==> config.mk <==
export PLATFORM = sky130hd
export DESIGN_NAME = seq_restoring_div
export DESIGN_NICKNAME = d
export VERILOG_FILES = /design/src/rtl/rdiv_pkg.sv /design/src/rtl/rdiv_sign_prep.sv /design/src/rtl/rdiv_step_core.sv /design/src/rtl/rdiv_sign_fix.sv /design/src/rtl/seq_restoring_div.sv
export SDC_FILE = /design/constraint.sdc
export NUM_CORES = 1
export LEC_CHECK = 0
export BUFFER_PORTS_ARGS = -buffer_cell sky130_fd_sc_hd__buf_2
export CORE_ASPECT_RATIO = 1.2
export CORE_MARGIN = 4
export CORE_UTILIZATION = 57
export CTS_BUF_LIST = sky130_fd_sc_hd__clkbuf_8
export DETAILED_ROUTE_END_ITERATION = 8
export PLACE_DENSITY = 0.79
export SLEW_MARGIN = 20
export SYNTH_ARGS = -nofsm -noshare
export SYNTH_HDL_FRONTEND = slang
export SYNTH_SLANG_ARGS = --single-unit
==> constraint.sdc <==
create_clock -name clk -period 6.9 [get_ports clk]
set_input_delay 1.38 -clock clk [delete_from_list [all_inputs] [get_ports clk]]
set_output_delay 1.38 -clock clk [all_outputs]
set_load 0.05 [all_outputs]
==> src/rtl/rdiv_pkg.sv <==
package rdiv_pkg;
  typedef enum logic {ST_IDLE = 1'b0, ST_RUN = 1'b1} rdiv_state_e;

  typedef struct packed {
    logic neg_quo;
    logic neg_rem;
  } rdiv_sign_t;
endpackage

==> src/rtl/rdiv_sign_prep.sv <==
module rdiv_sign_prep
  import rdiv_pkg::*;
#(
  parameter int W = 32
) (
  input  logic         is_signed_i,
  input  logic [W-1:0] num_i,
  input  logic [W-1:0] den_i,
  output logic [W-1:0] num_mag_o,
  output logic [W-1:0] den_mag_o,
  output rdiv_sign_t   sign_o
);
  logic num_neg, den_neg;

  always_comb begin
    num_neg        = is_signed_i & num_i[W-1];
    den_neg        = is_signed_i & den_i[W-1];
    num_mag_o      = num_neg ? (~num_i + W'(1)) : num_i;
    den_mag_o      = den_neg ? (~den_i + W'(1)) : den_i;
    sign_o.neg_quo = num_neg ^ den_neg;
    sign_o.neg_rem = num_neg;
  end
endmodule

==> src/rtl/rdiv_step_core.sv <==
module rdiv_step_core
  import rdiv_pkg::*;
#(
  parameter int W = 32
) (
  input  logic         clk,
  input  logic         rst_n,
  input  logic         start_i,
  input  logic [W-1:0] num_mag_i,
  input  logic [W-1:0] den_mag_i,
  output logic         accept_o,
  output logic         last_o,
  output logic         busy_o,
  output logic         done_o,
  output logic [W-1:0] quo_nxt_o,
  output logic [W-1:0] rem_nxt_o
);
  localparam int STEPS = W + 1;
  localparam int CW    = $clog2(STEPS + 1);
  localparam logic [CW-1:0] LAST = CW'(STEPS - 1);

  rdiv_state_e      state_q, state_d;
  logic [CW-1:0]    cnt_q, cnt_d;
  logic [2*W-1:0]   dvr_q, dvr_d;
  logic [2*W-1:0]   rem_q, rem_d;
  logic [W-1:0]     quo_q, quo_d;
  logic             done_q, done_d;

  logic [2*W:0]     diff;
  logic             went_neg;
  logic [2*W-1:0]   rem_step;
  logic [W-1:0]     quo_step;
  logic             running;

  always_comb begin
    running  = (state_q == ST_RUN);
    diff     = {1'b0, rem_q} - {1'b0, dvr_q};
    went_neg = diff[2*W];
    rem_step = went_neg ? rem_q : diff[2*W-1:0];
    quo_step = {quo_q[W-2:0], ~went_neg};
    accept_o = (state_q == ST_IDLE) & start_i;
    last_o   = running & (cnt_q == LAST);
  end

  always_comb begin
    state_d = state_q;
    cnt_d   = cnt_q;
    dvr_d   = dvr_q;
    rem_d   = rem_q;
    quo_d   = quo_q;
    done_d  = last_o;
    if (accept_o) begin
      state_d = ST_RUN;
      cnt_d   = '0;
      dvr_d   = {den_mag_i, {W{1'b0}}};
      rem_d   = {{W{1'b0}}, num_mag_i};
      quo_d   = '0;
    end else if (running) begin
      cnt_d = cnt_q + CW'(1);
      dvr_d = {1'b0, dvr_q[2*W-1:1]};
      rem_d = rem_step;
      quo_d = quo_step;
      if (last_o) state_d = ST_IDLE;
    end
  end

  always_ff @(posedge clk or negedge rst_n) begin
    if (!rst_n) begin
      state_q <= ST_IDLE;
      cnt_q   <= '0;
      dvr_q   <= '0;
      rem_q   <= '0;
      quo_q   <= '0;
      done_q  <= 1'b0;
    end else begin
      state_q <= state_d;
      cnt_q   <= cnt_d;
      dvr_q   <= dvr_d;
      rem_q   <= rem_d;
      quo_q   <= quo_d;
      done_q  <= done_d;
    end
  end

  assign busy_o    = running;
  assign done_o    = done_q;
  assign quo_nxt_o = quo_step;
  assign rem_nxt_o = rem_step[W-1:0];

  a_r2_start_busy: assert property (@(posedge clk) disable iff (!rst_n)
    (!busy_o && start_i) |=> busy_o);
  a_r3_busy_done_excl: assert property (@(posedge clk) disable iff (!rst_n)
    !(busy_o && done_o));
  a_r3_done_single: assert property (@(posedge clk) disable iff (!rst_n)
    done_o |=> !done_o);
  a_r3_count_range: assert property (@(posedge clk) disable iff (!rst_n)
    busy_o |-> (cnt_q <= LAST));
  a_r7_no_restart: assert property (@(posedge clk) disable iff (!rst_n)
    (busy_o && !last_o) |=> (busy_o && cnt_q == $past(cnt_q) + CW'(1)));
  a_r4_rem_below_div: assert property (@(posedge clk) disable iff (!rst_n)
    (last_o && dvr_q != '0) |-> (rem_step < dvr_q));
  a_r4_quo_fits: assert property (@(posedge clk) disable iff (!rst_n)
    (last_o && dvr_q != '0) |-> !quo_q[W-1]);
endmodule

==> src/rtl/rdiv_sign_fix.sv <==
module rdiv_sign_fix
  import rdiv_pkg::*;
#(
  parameter int W = 32
) (
  input  logic         clk,
  input  logic         rst_n,
  input  logic         capture_i,
  input  rdiv_sign_t   sign_i,
  input  logic         load_i,
  input  logic [W-1:0] quo_i,
  input  logic [W-1:0] rem_i,
  output logic [W-1:0] hi_o,
  output logic [W-1:0] lo_o
);
  rdiv_sign_t   sign_q, sign_d;
  logic [W-1:0] hi_d, lo_d;

  always_comb begin
    sign_d = capture_i ? sign_i : sign_q;
    hi_d   = hi_o;
    lo_d   = lo_o;
    if (load_i) begin
      lo_d = sign_q.neg_quo ? (~quo_i + W'(1)) : quo_i;
      hi_d = sign_q.neg_rem ? (~rem_i + W'(1)) : rem_i;
    end
  end

  always_ff @(posedge clk or negedge rst_n) begin
    if (!rst_n) begin
      sign_q <= '0;
      hi_o   <= '0;
      lo_o   <= '0;
    end else begin
      sign_q <= sign_d;
      hi_o   <= hi_d;
      lo_o   <= lo_d;
    end
  end

  a_r8_hold_outputs: assert property (@(posedge clk) disable iff (!rst_n)
    !load_i |=> ($stable(hi_o) && $stable(lo_o)));
  a_r5_rem_sign: assert property (@(posedge clk) disable iff (!rst_n)
    (load_i && sign_q.neg_rem && rem_i != '0) |=> hi_o[W-1]);
  a_r5_pos_rem: assert property (@(posedge clk) disable iff (!rst_n)
    (load_i && !sign_q.neg_rem) |=> (hi_o == $past(rem_i)));
endmodule

==> src/rtl/seq_restoring_div.sv <==
module seq_restoring_div
  import rdiv_pkg::*;
#(
  parameter int W = 32
) (
  input  logic         clk,
  input  logic         rst_n,
  input  logic         start,
  input  logic         is_signed,
  input  logic [W-1:0] dividend,
  input  logic [W-1:0] divisor,
  output logic         busy,
  output logic         done,
  output logic [W-1:0] hi,
  output logic [W-1:0] lo
);
  logic [1:0]   rst_sync_q;
  logic         rst_int_n;
  logic [W-1:0] num_mag, den_mag, quo_nxt, rem_nxt;
  rdiv_sign_t   sign_in;
  logic         accept, last;

  always_ff @(posedge clk or negedge rst_n) begin
    if (!rst_n) rst_sync_q <= 2'b00;
    else        rst_sync_q <= {rst_sync_q[0], 1'b1};
  end
  assign rst_int_n = rst_sync_q[1];

  rdiv_sign_prep #(.W(W)) u_prep (
    .is_signed_i (is_signed),
    .num_i       (dividend),
    .den_i       (divisor),
    .num_mag_o   (num_mag),
    .den_mag_o   (den_mag),
    .sign_o      (sign_in)
  );

  rdiv_step_core #(.W(W)) u_core (
    .clk       (clk),
    .rst_n     (rst_int_n),
    .start_i   (start),
    .num_mag_i (num_mag),
    .den_mag_i (den_mag),
    .accept_o  (accept),
    .last_o    (last),
    .busy_o    (busy),
    .done_o    (done),
    .quo_nxt_o (quo_nxt),
    .rem_nxt_o (rem_nxt)
  );

  rdiv_sign_fix #(.W(W)) u_fix (
    .clk       (clk),
    .rst_n     (rst_int_n),
    .capture_i (accept),
    .sign_i    (sign_in),
    .load_i    (last),
    .quo_i     (quo_nxt),
    .rem_i     (rem_nxt),
    .hi_o      (hi),
    .lo_o      (lo)
  );

  a_r1_reset_idle: assert property (@(posedge clk)
    !rst_int_n |-> (!busy && !done && hi == '0 && lo == '0));
endmodule

* After elaboration in Yosys (flattened, before gate mapping)
Cells that the tools add are included.
Storage, ports and cells: flip-flop bits (word level) 235, output and inout bits 66, input port bits 68
Operators by class: equality and inequality tests 2, reductions and logical operators 2, muxes and demuxes 16, bitwise gates (word level) 11, add/subtract/negate cells 6
Operator list (count):
- two-way mux 64 bit | 5
- adder 32 x 1 -> 32 bit, second input constant | 4
- two-way mux 32 bit | 4
- NOT 32 bit | 4
- subtractor 64 x 64 -> 65 bit | 1
- two-way mux 31 bit | 2
- two-way mux 6 bit | 2
- adder 6 x 1 -> 6 bit, second input constant | 1
- == test 6 bit, second input constant | 1
- bitwise AND 1 bit | 4
- two-way mux 1 bit | 3
- != test 2 bit, second input constant | 1
- NOT 1 bit | 2
- AND reduction 2 bit | 1
- nonzero test 2 bit | 1
- bitwise XOR 1 bit | 1

* Depth between registers and ports, before layout
Gate-level depths: netlist (run 1).
word-level depth 5, mapped depth 26, depth with buffers taken out 23

* Cells and area by module
Synthesis (run 1) repeated with hierarchy kept, for this count alone.
Unflattened totals: cells, all modules 2015, area total of the unflattened synthesis 17156.5 sq um
Modules (own cells, without submodules):
- rdiv_step_core | cells an instance 1257, area an instance 11154.4 sq um, times used 1
- rdiv_sign_fix | cells an instance 519, area an instance 4365.4 sq um, times used 1
- rdiv_sign_prep | cells an instance 236, area an instance 1582.8 sq um, times used 1
- seq_restoring_div | cells an instance 3, area an instance 53.8 sq um, times used 1

* Worst setup path before layout (run 1)
No wires, ideal clock.
kind reg-to-reg, start register u_core.rem_q[0], end register u_fix.hi_o[30], path slack 1.740 ns, arrival time 5.034 ns, period minus slack after synthesis 5.160 ns, data required time 6.774 ns, stages on the path, launching flop included 25, cells stage by stage dfrtp_1 > inv_1 > ha_1 > fa_1 > nand2b_1 > a21oi_1 > o21bai_1 > o31a_1 > o21ai_1 > a41oi_1 > a21o_1 > nand2_1 > buf_2 > buf_2 > clkbuf_1 > nand2_1 > o21ai_0 > ha_1 > nand2b_1 > or4_1 > or3_1 > nor4_1 > o2111ai_1 > mux2i_1 > nand2_1
Between the ends: longest elaborated chain between the ends 5
Ends and longest elaborated chain:
- from (decl) | line rdiv_step_core.sv:25 | logic [2*W-1:0] rem_q, rem_d;
- from (signal assigned) | line rdiv_step_core.sv:79 | rem_q <= rem_d;
- subtractor 64 x 64 -> 65 bit | line rdiv_step_core.sv:37 | diff = {1'b0, rem_q} - {1'b0, dvr_q};
- two-way mux 64 bit (*) | line rdiv_step_core.sv:39 | rem_step = went_neg ? rem_q : diff[2*W-1:0];
- NOT 32 bit | line rdiv_sign_fix.sv:25 | hi_d = sign_q.neg_rem ? (~rem_i + W'(1)) : rem_i;
- adder 32 x 1 -> 32 bit | line rdiv_sign_fix.sv:25
- two-way mux 32 bit (*) | line rdiv_sign_fix.sv:25
- to (signal assigned) | line rdiv_sign_fix.sv:36 | hi_o <= hi_d;
- to (decl) | line rdiv_sign_fix.sv:13 | output logic [W-1:0] hi_o,
Every way passes the cells marked *; elsewhere a longest branch is shown, timed or not. The select of a mux whose other input is x is not followed. A chain may end at the register's enable or synchronous reset.

* Worst setup path in the final report (run 1)
start register u_core.rem_q[5], end register u_fix.lo_o[26]
Between the ends: longest elaborated chain between the ends 5
Ends and longest elaborated chain:
- subtractor 64 x 64 -> 65 bit | line rdiv_step_core.sv:37
- NOT 1 bit | line rdiv_step_core.sv:40 | quo_step = {quo_q[W-2:0], ~went_neg};
- NOT 32 bit | line rdiv_sign_fix.sv:24 | lo_d = sign_q.neg_quo ? (~quo_i + W'(1)) : quo_i;
- adder 32 x 1 -> 32 bit | line rdiv_sign_fix.sv:24
- two-way mux 32 bit | line rdiv_sign_fix.sv:24
- to (signal assigned) | line rdiv_sign_fix.sv:37 | lo_o <= lo_d;
- to (decl) | line rdiv_sign_fix.sv:14 | output logic [W-1:0] lo_o
Every way passes these cells.

==> results of run 1 <==
-- Yosys cell counts, types with 54 or more instances --
cell type | number | area, µm²
dfrtp_1 | 235 | 5881
nor2_1 | 93 | 349.1
ha_1 | 70 | 875.8
clkbuf_1 | 97 | 364.1
nand3_1 | 63 | 315.3
o21ai_0 | 264 | 1321
o31ai_1 | 54 | 405.4
a21oi_1 | 123 | 615.6
nand2_1 | 287 | 1077
xnor2_1 | 79 | 691.9
xor2_1 | 90 | 788.3
inv_1 | 91 | 341.6
-- worst paths after layout --
path / startpoint / to / slack [ns] / depth (start not counted)
setup / recovery: u_core.rem_q[5] / u_fix.lo_o[26] / 1.06 / 19
hold / removal: rst_sync_q[0] / rst_sync_q[1] / 0.35 / 0
setup reg to reg: u_core.rem_q[5] / u_fix.lo_o[26] / 1.06 / 19
hold reg to reg: rst_sync_q[0] / rst_sync_q[1] / 0.35 / 0
max in group asynchronous: rst_sync_q[1] / u_core.busy_o / 5.25 / 1
min in group asynchronous: rst_sync_q[1] / u_core.rem_q[36] / 0.37 / 0
-- final cells by class --
| cell class | instances | area [µm²] |
|---|---|---|
| Fill cell | 2544 | 10450 |
| Tap cell | 385 | 481.7 |
| Sequential cell | 235 | 5888 |
| Clock inverter | 21 | 161.4 |
| Timing Repair Buffer | 149 | 800.8 |
| Antenna cell | 2 | 5.005 |
| Inverter | 92 | 345.3 |
| Clock buffer | 51 | 701.9 |
| Multi-Input combinational cell | 1616 | 10090 |
-- placed cells by master, fill, tap and decap left out, drive strengths merged, types with 7 or more instances in the layout --
cell type,count
or3,26
o22ai,8
o21a,11
o21bai,14
and3,12
ha,70
nor4,17
xnor2,79
a21o,36
a31oi,15
nor2b,22
clkbuf,51
o211ai,8
o31ai,56
a211oi,15
a22o,7
and2,8
nand4,23
o21ai,294
nor3,32
nand3,63
nor2,93
dfrtp,235
inv,103
mux2i,50
a41oi,8
or4,20
nand2b,44
buf,149
xor2,90
nand2,287
o41ai,14
a21oi,123
-- sequential cells by signal, indices dropped and copies added (netlist names) --
register,flops
u_core.done_o,1
u_core.cnt_q,6
u_core.rem_q,64
u_fix.hi_o,32
u_fix.lo_o,32
u_core.dvr_q,64
u_core.quo_q,31
rst_sync_q,2
u_core.busy_o,1
u_fix.sign_q,2
-- metal layers --
layer | track usage [%] | vias to the layer above | routed length [µm]
met3 | 4.097 | 114 | 2885
met2 | 50.49 | 527 | 23180
met5 | 0 | - | 21
met4 | 11.53 | 4 | 1941
li1 | - | 7519 | -
met1 | 36.57 | 7383 | 19650
-- worst max-delay path, delay by kind of cell (launching register included) --
family / cells / cell delay [ns]
DFF: 1 / 0.48
xor gates and xnor gates: 1 / 0.18
AOI/OAI and AO/OA: 8 / 1.83
buffers and inverters: 2 / 0.66
and+or+nand+nor: 6 / 1.87
adders and majority gates: 2 / 0.70
-- cell families (layout without fill, tap and decap cells) --
kind of cell | Yosys count | count (layout) | synth area share [%]
compound gates | 652 | 652 | 23.48
xor+xnor | 169 | 169 | 8.828
fa+ha+maj | 71 | 71 | 5.343
buf+inv | 214 | 313 | 4.850
flops | 235 | 235 | 35.07
mux | 56 | 56 | 3.388
other cells | 1 | 3 | 0.02236
simple gates | 667 | 667 | 19.02
-- through the flow --
stage	instance area (µm²)	worst slack, ns	instances
final	18480	1.065	2551
after global routing	18480	0.7360	2551
after CTS	18470	1.134	2549
after detailed placement	17610	1.180	2477
after global placement	17610	1.287	2477
after floorplan	16770	1.740	2065
==> impl_metrics.yaml, run 1 <==
global_route:
  grt_max_degree: 231
  gr-total-overflow: 0
  grt_usage_pct: 29.15
  grt_pass1_wl_mm: 76.64
  antenna_found_initial: 5
  grt_pass1_vias: 15120
synth:
  async_flop_share_pct: 100.0
  syn_area_um2: 16770
  postSynthAreaPerCell_um2: 8.120
  synth_warnings: 0
  syn_nets: 2204
  synth_edf_count: 0
  yosys.cell_types.count: 75
  yosys_most_used_dff: "dfrtp_1"
  ys_ff_latch: 235
  ys_seq_area_share_pct: 35.07
  postSynthCellCount: 2065
detailed_routing:
  wire_per_inst_um: 18.69
  num_vias: 15550
  postRouteWirelength_mm: 47.68
  drc: 0
  firstDrtPassIters: 6
  drtIter0Drc: 1353
  ant_nets: 0
  viasPerCell: 6.094
sta:
  setup_viol: 0
  rsz0062_at_grt: "false"
  fmax_ghz: 0.1714
  hold_viol_final: 0
  finClkSkew_ns: 0.01561
  holdWs_ns: 0.3496
  finalCritPeriodShare_pct: 84.57
  layout_min_cycle_time_ns: 5.835
  relSlewSlack_pct: 28.52
  tightestPinTransition_ns: 1.072
  slew_violations: 0
  fin_tns_setup_ns: 0
clock_network:
  clk_pin_slew_ns: 0.06
  post-cts-setup-buffers: 0
  hold_buffers: 0
  cts_resized: 0
  numCtsBuffers: 39
  clkSinkCount: 235
  clk_latency_ns: 0.57
  cts-root-buf: "clkbuf_8"
  cts_tree: "built"
  clockBufferDepth: 3
  cts_htree_levels: 2
die:
  io_pins: 134
  initial_utilization_pct: 57.96
  fp.dieW_um: 164.6
  dieArea_um2: 32240
  die_h_um: 195.9
  coreArea_um2: 28930
  rows: 68
setup_path:
  path_max_fanout: 26
  endpoint_kind: "register"
  worstPathRequired_ns: 7.34
  cpMaxStageDelayCell: "dfrtp_1"
  max_stage_delay_ns: 0.48
  path_cells: "ha_1 -> a21o_1 -> or3_1 -> o21bai_1 -> o31a_1 -> o21ai_1 -> a41oi_1 -> a21o_1 -> buf_4 -> nand2_2 -> inv_2 -> ha_1 -> nand2b_1 -> or3_4 -> or3_4 -> or2_4 -> o41ai_2 -> xor2_1 -> o21ai_1"
  cp-start-kind: "register"
  worstSetupPathType: "reg -> reg"
  cp.arrival_ns: 6.28
min_path:
  hold_class: "reg -> reg"
run:
  maxCapViolations: 0
placement:
  io_buffer_count: 133
  gp_congestion: 0.9692
  hpwl_mm: 35.18
final_layout:
  drive_above_1_share_pct: 11.04
  layout.nets: 2272
  syn_to_final_growth_pct: 10.19
  final_util_pct: 63.87
outcome:
  status: "finished, final reports clean"
Power of run 1 is left out: the tool's default activity adds up to more than one toggle a clock period on the data nets, which glitch-free logic cannot reach.
==> run 2, diff against run 1 <==
--- a/config.mk
+++ b/config.mk
@@ -5,13 +5,14 @@
 export SDC_FILE = /design/constraint.sdc
 export NUM_CORES = 1
 export LEC_CHECK = 0
+export ABC_AREA = 1
 export BUFFER_PORTS_ARGS = -buffer_cell sky130_fd_sc_hd__buf_2
 export CORE_ASPECT_RATIO = 1.2
 export CORE_MARGIN = 4
-export CORE_UTILIZATION = 57
+export CORE_UTILIZATION = 63
 export CTS_BUF_LIST = sky130_fd_sc_hd__clkbuf_8
 export DETAILED_ROUTE_END_ITERATION = 8
-export PLACE_DENSITY = 0.79
+export PLACE_DENSITY = 0.83
 export SLEW_MARGIN = 20
 export SYNTH_ARGS = -nofsm -noshare
 export SYNTH_HDL_FRONTEND = slang
==> constraint.sdc (replaced) <==
create_clock -name clk -period 5.9 [get_ports clk]
set_input_delay 1.18 -clock clk [delete_from_list [all_inputs] [get_ports clk]]
set_output_delay 1.18 -clock clk [all_outputs]
set_load 0.05 [all_outputs]
==> impl_metrics.yaml, run 2 <==
setup_path:
  endpoint_kind: "register"
  worstSetupPathType: "reg -> reg"
  cp.arrival_ns: 5.39
  critPathTopFamily: "compound AO/OA/AOI/OAI gates"
  cpMaxStageDelayCell: "a21oi_4"
  max_stage_delay_ns: 0.50
  path_cells: "ha_1 -> a21oi_1 -> nand2_1 -> nand2_1 -> nand2_1 -> nand2_1 -> nand2_2 -> a21oi_4 -> nand2_8 -> inv_2 -> ha_1 -> nand3_1 -> nor3_1 -> nand3_1 -> inv_1 -> nand4_1 -> o21ai_0 -> o21ai_0 -> a21oi_1 -> o21ai_0 -> xor2_1 -> o21ai_0"
  path_max_fanout: 44
  cp-start-kind: "register"
  path_buf_inv: 2
  worstPathRequired_ns: 6.38
clock_network:
  clk_pin_slew_ns: 0.06
  hold_buffers: 0
  clockBufferDepth: 3
  post-cts-setup-buffers: 0
  clkSinkCount: 235
  cts_tree: "built"
  cts_resized: 0
  numCtsBuffers: 40
  clk_latency_ns: 0.57
  cts-root-buf: "clkbuf_8"
  cts_htree_levels: 2
synth:
  ys_seq_area_share_pct: 34.74
  yosys-top-cells-count: "651 x nand2_1, 345 x inv_1, 235 x dfrtp_1"
  synth_warnings: 0
  synth_edf_count: 0
  ys_top_cells_by_area: "dfrtp_1 35%, nand2_1 14%, inv_1 7.7%"
  yosys.cell_types.count: 57
  yosysTopAreaCell: "dfrtp_1"
  yosysMostFrequentCell: "nand2_1"
  yosys_most_used_dff: "dfrtp_1"
  ys_ff_latch: 235
  syn_nets: 2616
  async_flop_share_pct: 100.0
  postSynthCellCount: 2477
  syn_area_um2: 16930
  postSynthAreaPerCell_um2: 6.833
  synth_top_cell_area_share_pct: 34.74
die:
  io_pins: 134
  fp.dieW_um: 157.6
  die_h_um: 187.6
  coreArea_um2: 26350
  dieArea_um2: 29560
  initial_utilization_pct: 64.24
  rows: 65
final_layout:
  layout.nets: 2730
  seqCellArea_um2: 5886
  syn_to_final_growth_pct: 9.839
  final_common_cell: "nand2_1"
  multi_input_area_um2: 9397
  drive_above_1_share_pct: 10.40
  fillCellCount: 2320
  reg.largest.list: "u_core.dvr_q: 64 flops, u_core.rem_q: 64 flops"
  final_cell_mix: "651 x nand2_1, 357 x inv_1, 233 x dfrtp_1, 226 x nor2_1, 178 x o21ai_0"
sta:
  layout_min_cycle_time_ns: 4.909
  finalCritPeriodShare_pct: 83.21
  setup_viol: 0
  fmax_ghz: 0.2037
  fin_tns_setup_ns: 0
  hold_viol_final: 0
  rsz0062_at_grt: "false"
  slew_violations: 0
  relSlewSlack_pct: 30.77
  tightestPinTransition_ns: 1.037
  finClkSkew_ns: 0.04269
outcome:
  status: "finished, final reports clean"
global_route:
  gr-total-overflow: 0
  grt_pass1_vias: 16830
  grt_usage_pct: 35.29
  grt_max_degree: 118
  antenna_found_initial: 3
  grt_pass1_wl_mm: 84.00
placement:
  hpwl_mm: 40.24
  gp_congestion: 1.041
  io_buffer_count: 133
detailed_routing:
  num_vias: 17310
  firstDrtPassIters: 8
  drc: 0
  drtIter0Drc: 1618
  viasPerCell: 5.864
  wire_per_inst_um: 17.99
  ant_nets: 0
  postRouteWirelength_mm: 53.09
min_path:
  hold_class: "reg -> reg"
run:
  maxCapViolations: 0
-- run 2: cell count changes in the layout (fill, tap and decap cells not counted), moves of 68 or more --
| cell | delta |
|---|---|
| xnor2_1 | -68 |
| nand2_1 | +366 |
| o21ai_0 | -86 |
| inv_1 | +257 |
| nand3_1 | +87 |
| nor2_1 | +133 |
-- run 2: cell type report --
| cell class | count | share of cell area, % |
|---|---|---|
| diodes | 1 | 0.01346 |
| clock buffers | 48 | 3.553 |
| clock inverters | 18 | 0.6326 |
| inverters | 357 | 7.214 |
| multi-input cells | 1812 | 50.54 |
| flip-flops and latches | 235 | 31.66 |
| well taps | 335 | 2.255 |
| repair buffers | 145 | 4.132 |
-- run 2: cell families (layout without fill, tap and decap cells) --
| logic type | count (synthesis) | count (layout) | share of synthesized area [%] |
|---|---|---|---|
| flops | 235 | 235 | 34.74 |
| simple gates | 1148 | 1148 | 28.64 |
| other cells | 1 | 2 | 0.02215 |
| xor+xnor | 73 | 73 | 3.777 |
| fa+ha+maj | 71 | 71 | 5.293 |
| buf+inv | 430 | 568 | 9.802 |
| compound gates | 519 | 519 | 17.72 |
-- run 2: final timing paths --
check	from	depth (start not counted)	end	slack, ns
max in group asynchronous	rst_sync_q[1]	1	u_core.rem_q[34]	4.16
min in group asynchronous	rst_sync_q[1]	0	u_core.busy_o	0.37
worst max-delay path	u_core.rem_q[35]	22	u_fix.lo_o[30]	0.99
worst max register to register	u_core.rem_q[35]	22	u_fix.lo_o[30]	0.99
worst min register to register	rst_sync_q[0]	0	rst_sync_q[1]	0.35
worst min-delay path	rst_sync_q[0]	0	rst_sync_q[1]	0.35
-- run 2: routing by layer --
layer / part of all wire [%] / GRT usage, %
met5: 0.019 / 0
met2: 49 / 60.50
met3: 6.8 / 4.686
met1: 38 / 42.38
met4: 6.0 / 19.40
-- run 2: per-stage QoR --
step                      hold WS [ns]  util, %  std cells  setup slack [ns]  cell area [µm²]
after floorplan                 0.3311        -       2477             2.039            16930
after global placement          0.3413    67.59       2884             1.374            17810
after detailed placement        0.3426    67.59       2884             1.165            17810
after CTS                       0.3530    70.54       2950             1.111            18590
after global routing            0.3556    70.55       2950            0.5922            18590
final                           0.3548    70.56       2951            0.9905            18590
Power of run 2 is left out for the same reason.
==> run 3, diff against run 2 <==
--- a/config.mk
+++ b/config.mk
@@ -9,10 +9,10 @@
 export BUFFER_PORTS_ARGS = -buffer_cell sky130_fd_sc_hd__buf_2
 export CORE_ASPECT_RATIO = 1.2
 export CORE_MARGIN = 4
-export CORE_UTILIZATION = 63
+export CORE_UTILIZATION = 57
 export CTS_BUF_LIST = sky130_fd_sc_hd__clkbuf_8
 export DETAILED_ROUTE_END_ITERATION = 8
-export PLACE_DENSITY = 0.83
+export PLACE_DENSITY = 0.79
 export SLEW_MARGIN = 20
 export SYNTH_ARGS = -nofsm -noshare
 export SYNTH_HDL_FRONTEND = slang
==> constraint.sdc (replaced) <==
create_clock -name clk -period 4.4 [get_ports clk]
set_input_delay 0.88 -clock clk [delete_from_list [all_inputs] [get_ports clk]]
set_output_delay 0.88 -clock clk [all_outputs]
set_load 0.05 [all_outputs]
==> impl_metrics.yaml, run 3 (same netlist as run 2, synthesis figures left out) <==
outcome:
  status: "finished, final reports clean"
sta:
  fmax_ghz: 0.2477
  finalCritPeriodShare_pct: 91.74
  rsz0062_at_grt: "false"
  fin_tns_setup_ns: 0
  relSlewSlack_pct: 30.12
  finClkSkew_ns: 0.02743
  slew_violations: 0
  setup_viol: 0
  layout_min_cycle_time_ns: 4.037
  hold_viol_final: 0
  tightestPinTransition_ns: 1.048
setup_path:
  r2r_end: "u_fix.hi_o[26]"
  cpMostUsedCell: "nand2_1"
  cp.arrival_ns: 4.50
  worstPathRequired_ns: 4.86
  reg2reg_from: "u_core.rem_q[0]"
  rr_worst_depth: 29
  cp-start-kind: "register"
  path_max_fanout: 27
  worstSetupPathType: "reg -> reg"
  rrSetupSlack_ns: 0.36
  cpMaxStageDelayCell: "fa_1"
  max_stage_delay_ns: 0.41
  endpoint_kind: "register"
detailed_routing:
  wire_per_inst_um: 17.90
  drc: 0
  firstDrtPassIters: 6
  postRouteWirelength_mm: 53.98
  viasPerCell: 5.705
  ant_nets: 0
  num_vias: 17210
  drtIter0Drc: 1312
die:
  die_h_um: 196.8
  rows: 68
  dieArea_um2: 32530
  initial_utilization_pct: 58.34
  fp.dieW_um: 165.3
  io_pins: 134
  coreArea_um2: 29010
global_route:
  grt_pass1_vias: 16700
  grt_usage_pct: 32.68
  antenna_found_initial: 3
  gr-total-overflow: 0
  grt_pass1_wl_mm: 84.77
  grt_max_degree: 109
run:
  maxCapViolations: 0
placement:
  gp_congestion: 1.008
  hpwl_mm: 40.93
  io_buffer_count: 133
clock_network:
  post-cts-setup-buffers: 0
  cts_tree: "built"
  numCtsBuffers: 40
  clk_latency_ns: 0.58
  clk_pin_slew_ns: 0.06
  clkSinkCount: 235
  hold_buffers: 0
  clockBufferDepth: 3
  cts-root-buf: "clkbuf_8"
  cts_resized: 0
  cts_htree_levels: 2
final_layout:
  syn_to_final_growth_pct: 11.04
  final_common_cell: "nand2_1"
  final_cell_mix: "651 x nand2_1, 358 x inv_1, 234 x dfrtp_1, 226 x nor2_1, 177 x o21ai_0"
  reg.largest.list: "u_core.dvr_q: 64 flops, u_core.rem_q: 64 flops"
  antenna_cells: 0
  layout.nets: 2745
  drive_above_1_share_pct: 10.87
min_path:
  hold_class: "in -> async"
run 3: worst max path at each step:
stage                     start             end  slack [ns]  cells past startpoint
5_1_grt         u_core.rem_q[0]  u_fix.lo_o[30]        0.04                     27
3_5_place_dp   u_core.rem_q[11]  u_fix.lo_o[30]        0.38                     24
2_1_floorplan     rst_sync_q[1]   u_core.busy_o        0.54                      0
3_3_place_gp    u_core.rem_q[0]  u_fix.hi_o[12]        0.47                     27
6_report        u_core.rem_q[0]  u_fix.hi_o[26]        0.36                     29
4_1_cts         u_core.rem_q[0]  u_fix.lo_o[30]        0.36                     27
run 3: worst max-delay path, delay by kind of cell (launching register included):
kind | cells | cell delay [ns]
simple gates | 20 | 1.87
fa+ha+maj | 3 | 0.88
buf+inv | 5 | 0.66
flops | 1 | 0.33
compound gates | 1 | 0.20
run 3: through the flow:
stage / cells / hold slack (ns) / cell area, µm² / util [%] / setup WS (ns)
5_1_grt: 3016 / 0.03754 / 18790 / 64.78 / 0.03652
4_1_cts: 3016 / 0.03661 / 18790 / 64.75 / 0.3593
3_3_place_gp: 2949 / 0.2832 / 18000 / 62.03 / 0.4724
3_5_place_dp: 2949 / 0.2826 / 18000 / 62.03 / 0.3793
6_report: 3016 / 0.07380 / 18790 / 64.78 / 0.3632
2_1_floorplan: 2477 / 0.3311 / 16930 / - / 0.5393
run 3: cell type report:
class	count	area [µm²]
fill	2703	10220
clock inverter	21	155.1
clock buffer	46	633.1
sequential	235	5884
multi-input combinational	1812	9405
tap	385	481.7
inverter	357	1341
timing repair buffer	160	893.4
run 3: layer usage:
layer / wire (µm) / share of wire (%) / vias up / track usage [%]
li1: - / - / 8383 / -
met2: 26220 / 49 / 642 / 56.48
met4: 3646 / 6.8 / 6 / 19.13
met5: 46 / 0.085 / - / 0
met1: 20810 / 39 / 7970 / 38.32
met3: 3250 / 6.0 / 206 / 4.811
Power of run 3 is left out for the same reason.
